[src/rtl/tadapt_pkg.sv]
package tadapt_pkg;

  typedef enum logic [1:0] {
    CMD_ACT = 2'd0,
    CMD_RD  = 2'd1,
    CMD_WR  = 2'd2,
    CMD_PRE = 2'd3
  } dram_cmd_e;

  // Field slots inside one timing profile
  localparam int F_RCD = 0;
  localparam int F_RAS = 1;
  localparam int F_WR  = 2;
  localparam int F_RP  = 3;
  localparam int N_FLD = 4;

  // Reset value of one field for profile idx: the coolest profile is
  // shortened by pct percent, the hottest keeps the margined value.
  function automatic int tadapt_default(int worst, int pct, int idx, int nsets);
    int cool;
    cool = (worst * (100 - pct)) / 100;
    if (nsets < 2) return worst;
    return worst - ((worst - cool) * (nsets - 1 - idx)) / (nsets - 1);
  endfunction

endpackage

[src/rtl/tadapt_timing_store.sv]
module tadapt_timing_store
  import tadapt_pkg::*;
#(
  parameter int NUM_SETS = 3,
  parameter int SET_W    = 2,
  parameter int CNT_W    = 6,
  parameter int WC_RCD   = 14,
  parameter int WC_RAS   = 34,
  parameter int WC_WR    = 15,
  parameter int WC_RP    = 14,
  parameter int CUT_RCD  = 17,
  parameter int CUT_RAS  = 37,
  parameter int CUT_WR   = 54,
  parameter int CUT_RP   = 35
) (
  input  logic                          clk,
  input  logic                          rst,
  input  logic                          wr_en,
  input  logic [SET_W-1:0]              wr_set,
  input  logic [1:0]                    wr_fld,
  input  logic [CNT_W-1:0]              wr_val,
  input  logic [SET_W-1:0]              rd_set,
  output logic [N_FLD-1:0][CNT_W-1:0]   rd_t
);

  localparam int WORST [N_FLD] = '{WC_RCD, WC_RAS, WC_WR, WC_RP};
  localparam int CUT   [N_FLD] = '{CUT_RCD, CUT_RAS, CUT_WR, CUT_RP};

  logic set_ok;
  assign set_ok = (int'(wr_set) < NUM_SETS);

  for (genvar f = 0; f < N_FLD; f++) begin : g_fld
    logic [CNT_W-1:0] mem [NUM_SETS];

    always_ff @(posedge clk) begin
      if (rst) begin
        for (int s = 0; s < NUM_SETS; s++)
          mem[s] <= CNT_W'(tadapt_default(WORST[f], CUT[f], s, NUM_SETS));
      end else if (wr_en && set_ok && (wr_fld == 2'(f))) begin
        mem[wr_set] <= wr_val;
      end
    end

    assign rd_t[f] = mem[rd_set];
  end

endmodule

[src/rtl/tadapt_level_sel.sv]
module tadapt_level_sel #(
  parameter int NUM_SETS = 3,
  parameter int SET_W    = 2,
  parameter int TEMP_W   = 8,
  parameter int HOT_C    = 85,
  parameter int STEP_C   = 15,
  parameter int HYST_C   = 3
) (
  input  logic              clk,
  input  logic              rst,
  input  logic              temp_valid,
  input  logic [TEMP_W-1:0] temp_code,
  output logic [SET_W-1:0]  level_q
);

  localparam logic [SET_W-1:0] HOT_LVL = SET_W'(NUM_SETS - 1);

  int               n_up;
  int               n_dn;
  int               thr;
  logic [SET_W-1:0] level_d;

  always_comb begin
    n_up = 0;
    n_dn = 0;
    thr  = 0;
    for (int k = 1; k < NUM_SETS; k++) begin
      thr = HOT_C - (NUM_SETS - 1 - k) * STEP_C;
      if (int'(temp_code) >= thr)          n_up = n_up + 1;
      if (int'(temp_code) >= thr - HYST_C) n_dn = n_dn + 1;
    end
    if (!temp_valid)                  level_d = HOT_LVL;
    else if (n_up > int'(level_q))    level_d = SET_W'(n_up);
    else if (n_dn < int'(level_q))    level_d = SET_W'(n_dn);
    else                              level_d = level_q;
  end

  always_ff @(posedge clk) begin
    if (rst) level_q <= HOT_LVL;
    else     level_q <= level_d;
  end

endmodule

[src/rtl/tadapt_gap_cnt.sv]
module tadapt_gap_cnt #(
  parameter int CNT_W = 6
) (
  input  logic             clk,
  input  logic             rst,
  input  logic             load,
  input  logic [CNT_W-1:0] gap,
  output logic             clear
);

  logic [CNT_W-1:0] cnt_q;

  always_ff @(posedge clk) begin
    if (rst)              cnt_q <= '0;
    else if (load)        cnt_q <= (gap == '0) ? '0 : gap - 1'b1;
    else if (cnt_q != '0) cnt_q <= cnt_q - 1'b1;
  end

  assign clear = (cnt_q == '0);

endmodule

[src/rtl/tadapt_cmd_gate.sv]
module tadapt_cmd_gate
  import tadapt_pkg::*;
#(
  parameter int CNT_W = 6
) (
  input  logic                        clk,
  input  logic                        rst,
  input  logic                        req_valid,
  input  logic [1:0]                  req_cmd,
  input  logic [N_FLD-1:0][CNT_W-1:0] cur_t,
  output logic                        grant,
  output logic                        row_open,
  output logic                        act_take
);

  dram_cmd_e        cmd;
  logic             allowed;
  logic             take;
  logic [N_FLD-1:0] load;
  logic [N_FLD-1:0] clear;

  assign cmd = dram_cmd_e'(req_cmd);

  always_comb begin
    case (cmd)
      CMD_ACT: allowed = !row_open && clear[F_RP];
      CMD_RD,
      CMD_WR:  allowed = row_open && clear[F_RCD];
      default: allowed = row_open && clear[F_RAS] && clear[F_WR];
    endcase
  end

  assign take     = req_valid && allowed;
  assign act_take = take && (cmd == CMD_ACT);

  assign load[F_RCD] = act_take;
  assign load[F_RAS] = act_take;
  assign load[F_WR]  = take && (cmd == CMD_WR);
  assign load[F_RP]  = take && (cmd == CMD_PRE);

  for (genvar f = 0; f < N_FLD; f++) begin : g_cnt
    tadapt_gap_cnt #(.CNT_W(CNT_W)) u_cnt (
      .clk   (clk),
      .rst   (rst),
      .load  (load[f]),
      .gap   (cur_t[f]),
      .clear (clear[f])
    );
  end

  always_ff @(posedge clk) begin
    if (rst) begin
      grant    <= 1'b0;
      row_open <= 1'b0;
    end else begin
      grant <= take;
      if (act_take)                         row_open <= 1'b1;
      else if (take && (cmd == CMD_PRE))    row_open <= 1'b0;
    end
  end

endmodule

[src/rtl/dram_timing_adapt.sv]
module dram_timing_adapt
  import tadapt_pkg::*;
#(
  parameter int NUM_SETS = 3,
  parameter int TEMP_W   = 8,
  parameter int CNT_W    = 6,
  parameter int HOT_C    = 85,
  parameter int STEP_C   = 15,
  parameter int HYST_C   = 3,
  parameter int WC_RCD   = 14,
  parameter int WC_RAS   = 34,
  parameter int WC_WR    = 15,
  parameter int WC_RP    = 14,
  parameter int SET_W    = (NUM_SETS > 1) ? $clog2(NUM_SETS) : 1
) (
  input  logic              clk,
  input  logic              rst,
  input  logic              temp_valid,
  input  logic [TEMP_W-1:0] temp_code,
  input  logic              req_valid,
  input  logic [1:0]        req_cmd,
  input  logic              cfg_we,
  input  logic [SET_W-1:0]  cfg_set,
  input  logic [1:0]        cfg_field,
  input  logic [CNT_W-1:0]  cfg_value,
  output logic              grant,
  output logic [SET_W-1:0]  active_set
);

  localparam logic [SET_W-1:0] HOT_LVL = SET_W'(NUM_SETS - 1);

  logic [SET_W-1:0]              level_q;
  logic [SET_W-1:0]              sel_q;
  logic [N_FLD-1:0][CNT_W-1:0]   cur_t;
  logic                          row_open;
  logic                          act_take;

  tadapt_level_sel #(
    .NUM_SETS (NUM_SETS), .SET_W (SET_W), .TEMP_W (TEMP_W),
    .HOT_C    (HOT_C),    .STEP_C(STEP_C), .HYST_C (HYST_C)
  ) u_level (
    .clk        (clk),
    .rst        (rst),
    .temp_valid (temp_valid),
    .temp_code  (temp_code),
    .level_q    (level_q)
  );

  // Commit the requested level only with no row open and no activate
  // being accepted on this edge, so a row never mixes two profiles.
  always_ff @(posedge clk) begin
    if (rst)                                          sel_q <= HOT_LVL;
    else if (!row_open && !act_take && level_q != sel_q) sel_q <= level_q;
  end

  assign active_set = sel_q;

  tadapt_timing_store #(
    .NUM_SETS (NUM_SETS), .SET_W (SET_W), .CNT_W (CNT_W),
    .WC_RCD   (WC_RCD),   .WC_RAS(WC_RAS), .WC_WR (WC_WR), .WC_RP (WC_RP)
  ) u_store (
    .clk    (clk),
    .rst    (rst),
    .wr_en  (cfg_we),
    .wr_set (cfg_set),
    .wr_fld (cfg_field),
    .wr_val (cfg_value),
    .rd_set (sel_q),
    .rd_t   (cur_t)
  );

  tadapt_cmd_gate #(.CNT_W(CNT_W)) u_gate (
    .clk       (clk),
    .rst       (rst),
    .req_valid (req_valid),
    .req_cmd   (req_cmd),
    .cur_t     (cur_t),
    .grant     (grant),
    .row_open  (row_open),
    .act_take  (act_take)
  );

endmodule

[config.mk]
export PLATFORM = sky130hd
export DESIGN_NAME = dram_timing_adapt
export DESIGN_NICKNAME = d
export VERILOG_FILES = /design/src/rtl/tadapt_pkg.sv /design/src/rtl/tadapt_timing_store.sv /design/src/rtl/tadapt_level_sel.sv /design/src/rtl/tadapt_gap_cnt.sv /design/src/rtl/tadapt_cmd_gate.sv /design/src/rtl/dram_timing_adapt.sv
export SDC_FILE = /design/constraint.sdc
export NUM_CORES = 1
export LEC_CHECK = 0
export BUFFER_PORTS_ARGS = -buffer_cell sky130_fd_sc_hd__buf_2
export CORE_ASPECT_RATIO = 0.9
export CORE_MARGIN = 2
export CORE_UTILIZATION = 45
export CTS_CLUSTER_DIAMETER = 50
export CTS_CLUSTER_SIZE = 12
export DETAILED_ROUTE_END_ITERATION = 10
export GPL_ROUTABILITY_DRIVEN = 0
export SLEW_MARGIN = 30
export SYNTH_ARGS = -nofsm -noshare
export SYNTH_HDL_FRONTEND = slang
export SYNTH_SLANG_ARGS = --single-unit
[constraint.sdc]
create_clock -name clk -period 5.64 [get_ports clk]
set_clock_uncertainty 0.15 [all_clocks]
set_input_delay 0.846 -clock clk [delete_from_list [all_inputs] [get_ports clk]]
set_output_delay 0.846 -clock clk [all_outputs]
set_load 0.01 [all_outputs]
==> run_results.csv <==
group,metric,value,unit
outcome,status,"completed",
detailed_routing,dr.first_iter.drc_count,267,
sta,setup_viol,0,
logic_synthesis,yosys_warnings,0,
critical_path,timing.rr.end,"u_gate.g_cnt[0].u_cnt.cnt_q[0]",
cells_and_area,drive_gt1_frac,0.148,
critical_path,startpoint_type,"input port",
pwr,swShare,0.290,
detailed_routing,first_pass_iters,4,
floorplanning,rows,41,
pwr,pwr-share-seq,0.396,
clocking,clkTransAtPathRegs,0.05,ns
detailed_routing,num_vias,4298,
logic_synthesis,ys_seq_area_frac,0.546,
pwr,p_per_area,423,nW/um^2
cells_and_area,final_area,7370,sq um
clocking,numCtsBuffers,17,
grt,grt_pass1_wl,23.1,mm
logic_synthesis,synth_area,6450,sq um
sta,fin_crit,3.18,ns
grt,grt_overflow,0,
grt,grt_pass1_vias,4229,
cells_and_area,nets,637,
critical_path,r2r_slack,2.77,ns
clocking,tritoncts,"built",
logic_synthesis,synthFlopType,"edfxtp_1",
logic_synthesis,synth_area_per_cell,11.9,sq um
critical_path,cp.required,5.53,ns
sta,period_share,0.563,
cells_and_area,final_cells,793,
run,cap_violations,0,
sta,max_slew_margin,0.436,
clocking,clock-sinks,128,
placement,placed_cell_area,6790,sq um
clocking,cts_hold_buf,0,
pwr,power.share.clock,0.348,
pwr,power_leakage,2.75,nW
sta,fmax,315,MHz
logic_synthesis,synth_seq_cells,128,
worst_hold_path,hold_start,"active_set[1]",
cells_and_area,synthToLayoutAreaGrowth,14.3,%
placement,dp_hpwl,9.88,mm
sta,rsz0062_at_grt,"false",
logic_synthesis,yosys.area.top_type_share,0.447,
detailed_routing,postRouteAntennaNets,0,
detailed_routing,drt-vias-per-instance,5.42,
sta,setup_slack,2.46,ns
clocking,post_cts_resized,0,
floorplanning,fp.dieH,118,um
logic_synthesis,synth_top_area_cell,"edfxtp_1",
detailed_routing,drc_errors,0,
cells_and_area,antenna_cells,0,
worst_hold_path,hold_path.class,"register to register",
pwr,p_comb_frac,0.255,
clocking,cts_root_buf,"clkbuf_16",
floorplanning,pin_count,28,
pwr,vdd_ir_drop_max,0.255,mV
detailed_routing,finalWirelength,14.2,mm
placement,dp_cells,761,
critical_path,worstSetupPathType,"input port to register",
worst_hold_path,hold_depth,2,
clocking,cts_buffer_depth,2,
floorplanning,start_util,0.460,
clocking,insertion_delay,0.42,ns
sta,drv_slew,0,
sta,hold_viol_final,0,
grt,antenna_found_initial,0,
floorplanning,dieArea,15300,sq um
critical_path,arrival,3.07,ns
sta,tns,0,ns
grt,grt_start_max_net_pins,29,
grt,grt_usage,0.204,
floorplanning,dieWidth,130,um
logic_synthesis,synthCells,544,
placement,pre_cts_slack,2.06,ns
detailed_routing,wire_per_inst,17.9,um
clocking,post_cts_buffers,0,
sta,worst_pin_slew,0.837,ns
logic_synthesis,synth_enable_flop_cells,96,
logic_synthesis,synthTopCellsByArea,"edfxtp_1 45%, dfxtp_1 9.9%, mux4_2 8.4%, ha_1 4.9%, nor3_1 2.6%",
pwr,power.internal,2.21,mW
critical_path,worstRegToRegCells,6,
clocking,htree_levels,4,
critical_path,end_kind,"register",
logic_synthesis,ys_async_sr_fraction,0,
placement,portBuffers,27,
logic_synthesis,yosysUniqueCellTypes,51,
critical_path,crit_fanout,28,
pwr,p_sw,0.905,mW
floorplanning,core,14000,sq um
## flip-flops by register name, summed over array words and instances, names as in the netlist, named ones only
name                      flops
u_level.level_q               2
active_set                    2
u_store.g_fld.mem            96
u_gate.g_cnt.u_cnt.cnt_q     24
u_gate.row_open               1
u_gate.grant                  1
## Yosys cell counts, types with 2 or more instances
cell type	number
xnor2_1	15
inv_1	24
or2_2	2
edfxtp_1	96
a21oi_1	11
buf_2	4
nand2b_1	14
nor2_1	44
clkbuf_1	19
mux2i_1	2
buf_6	3
nand2_1	45
nor3_1	34
or3_1	21
a41o_1	3
and3_1	5
o21ai_0	10
a32oi_1	7
a211oi_2	2
ha_1	25
or2_1	2
nor2b_1	4
nor4_1	9
a2bb2oi_1	4
a21o_1	2
nand4_1	4
nor3_2	2
xor2_1	19
dfxtp_1	32
and2_1	10
o21a_1	2
o211ai_1	5
a22oi_1	3
mux4_2	24
nand3_1	20
## how the worst max path moves through the flow
| stage | start | end | slack (ns) | depth (start not counted) |
|---|---|---|---|---|
| global placement | rst | u_store.g_fld[3].mem[1][4] | 2.20 | 4 |
| global route | rst | u_store.g_fld[3].mem[1][0] | 2.15 | 4 |
| detailed placement | rst | u_store.g_fld[3].mem[1][0] | 2.06 | 4 |
| CTS | register | u_gate.g_cnt[1].u_cnt.cnt_q[5] | 2.43 | 7 |
| floorplan | temp_code[0] | u_level.level_q[0] | 2.87 | 11 |
| finish | rst | u_store.g_fld[3].mem[1][0] | 2.46 | 4 |
## routing by layer
layer | wire length [um] | vias to the layer above | global-route usage
met5 | 0 | - | 0
met4 | 217 | 0 | 0.0780
met3 | 642 | 15 | 0.0468
met2 | 6630 | 95 | 0.305
met1 | 6710 | 2120 | 0.291
li1 | - | 2068 | -
## metrics by stage
| step | util | hold slack (ns) | total power, mW |
|---|---|---|---|
| final | 0.526 | 0.370 | 3.12 |
| after global routing | 0.526 | 0.410 | 3.30 |
| after CTS | 0.526 | 0.376 | 3.13 |
| after detailed placement | 0.485 | 0.361 | 2.03 |
| after global placement | 0.485 | 0.354 | 2.02 |
| after floorplan | - | 0.330 | 1.87 |
## final cells by class
class | instances | area [sq um]
timing repair buffer | 28 | 143
inverter | 26 | 97.6
sequential | 128 | 3530
multi-input combinational | 386 | 2790
tap | 193 | 241
fill | 1213 | 6630
clock inverter | 8 | 116
clock buffer | 24 | 462
## critical path: stages
cell     delay [ns]
buf_2          0.28
inv_2          0.41
nand4_1        0.62
o21ai_0        0.89
## layout by cell type, fill, tap and decap left out, types with 20 or more instances in the layout
cell       n
buf_2     27
mux4_2    24
ha_1      25
nand3_1   20
dfxtp_1   30
nor3_1    34
nand2_1   45
nor2_1    44
or3_1     21
edfxtp_1  96
conb_1    24
inv_1     24
## cells by family (layout without fill, tap and decap cells)
group,after synthesis,count (layout),synth area share
mux,26,26,0.0869
simple gates,222,222,0.175
other cells,1,24,0.000582
fa+ha+maj,25,25,0.0485
buf+inv,53,86,0.0351
xor+xnor,34,34,0.0462
flops,128,128,0.546
compound gates,55,55,0.0611
## power groups by stage
stage          registers [mW]  logic, mW  clock network (mW)
2_1_floorplan            1.22      0.647                   0
3_3_place_gp             1.25      0.768                   0
3_5_place_dp             1.25      0.780                   0
4_1_cts                  1.23      0.794                1.10
5_1_grt                  1.25      0.902                1.14
6_report                 1.23      0.796                1.09
Power figures use the tool's default switching activity.
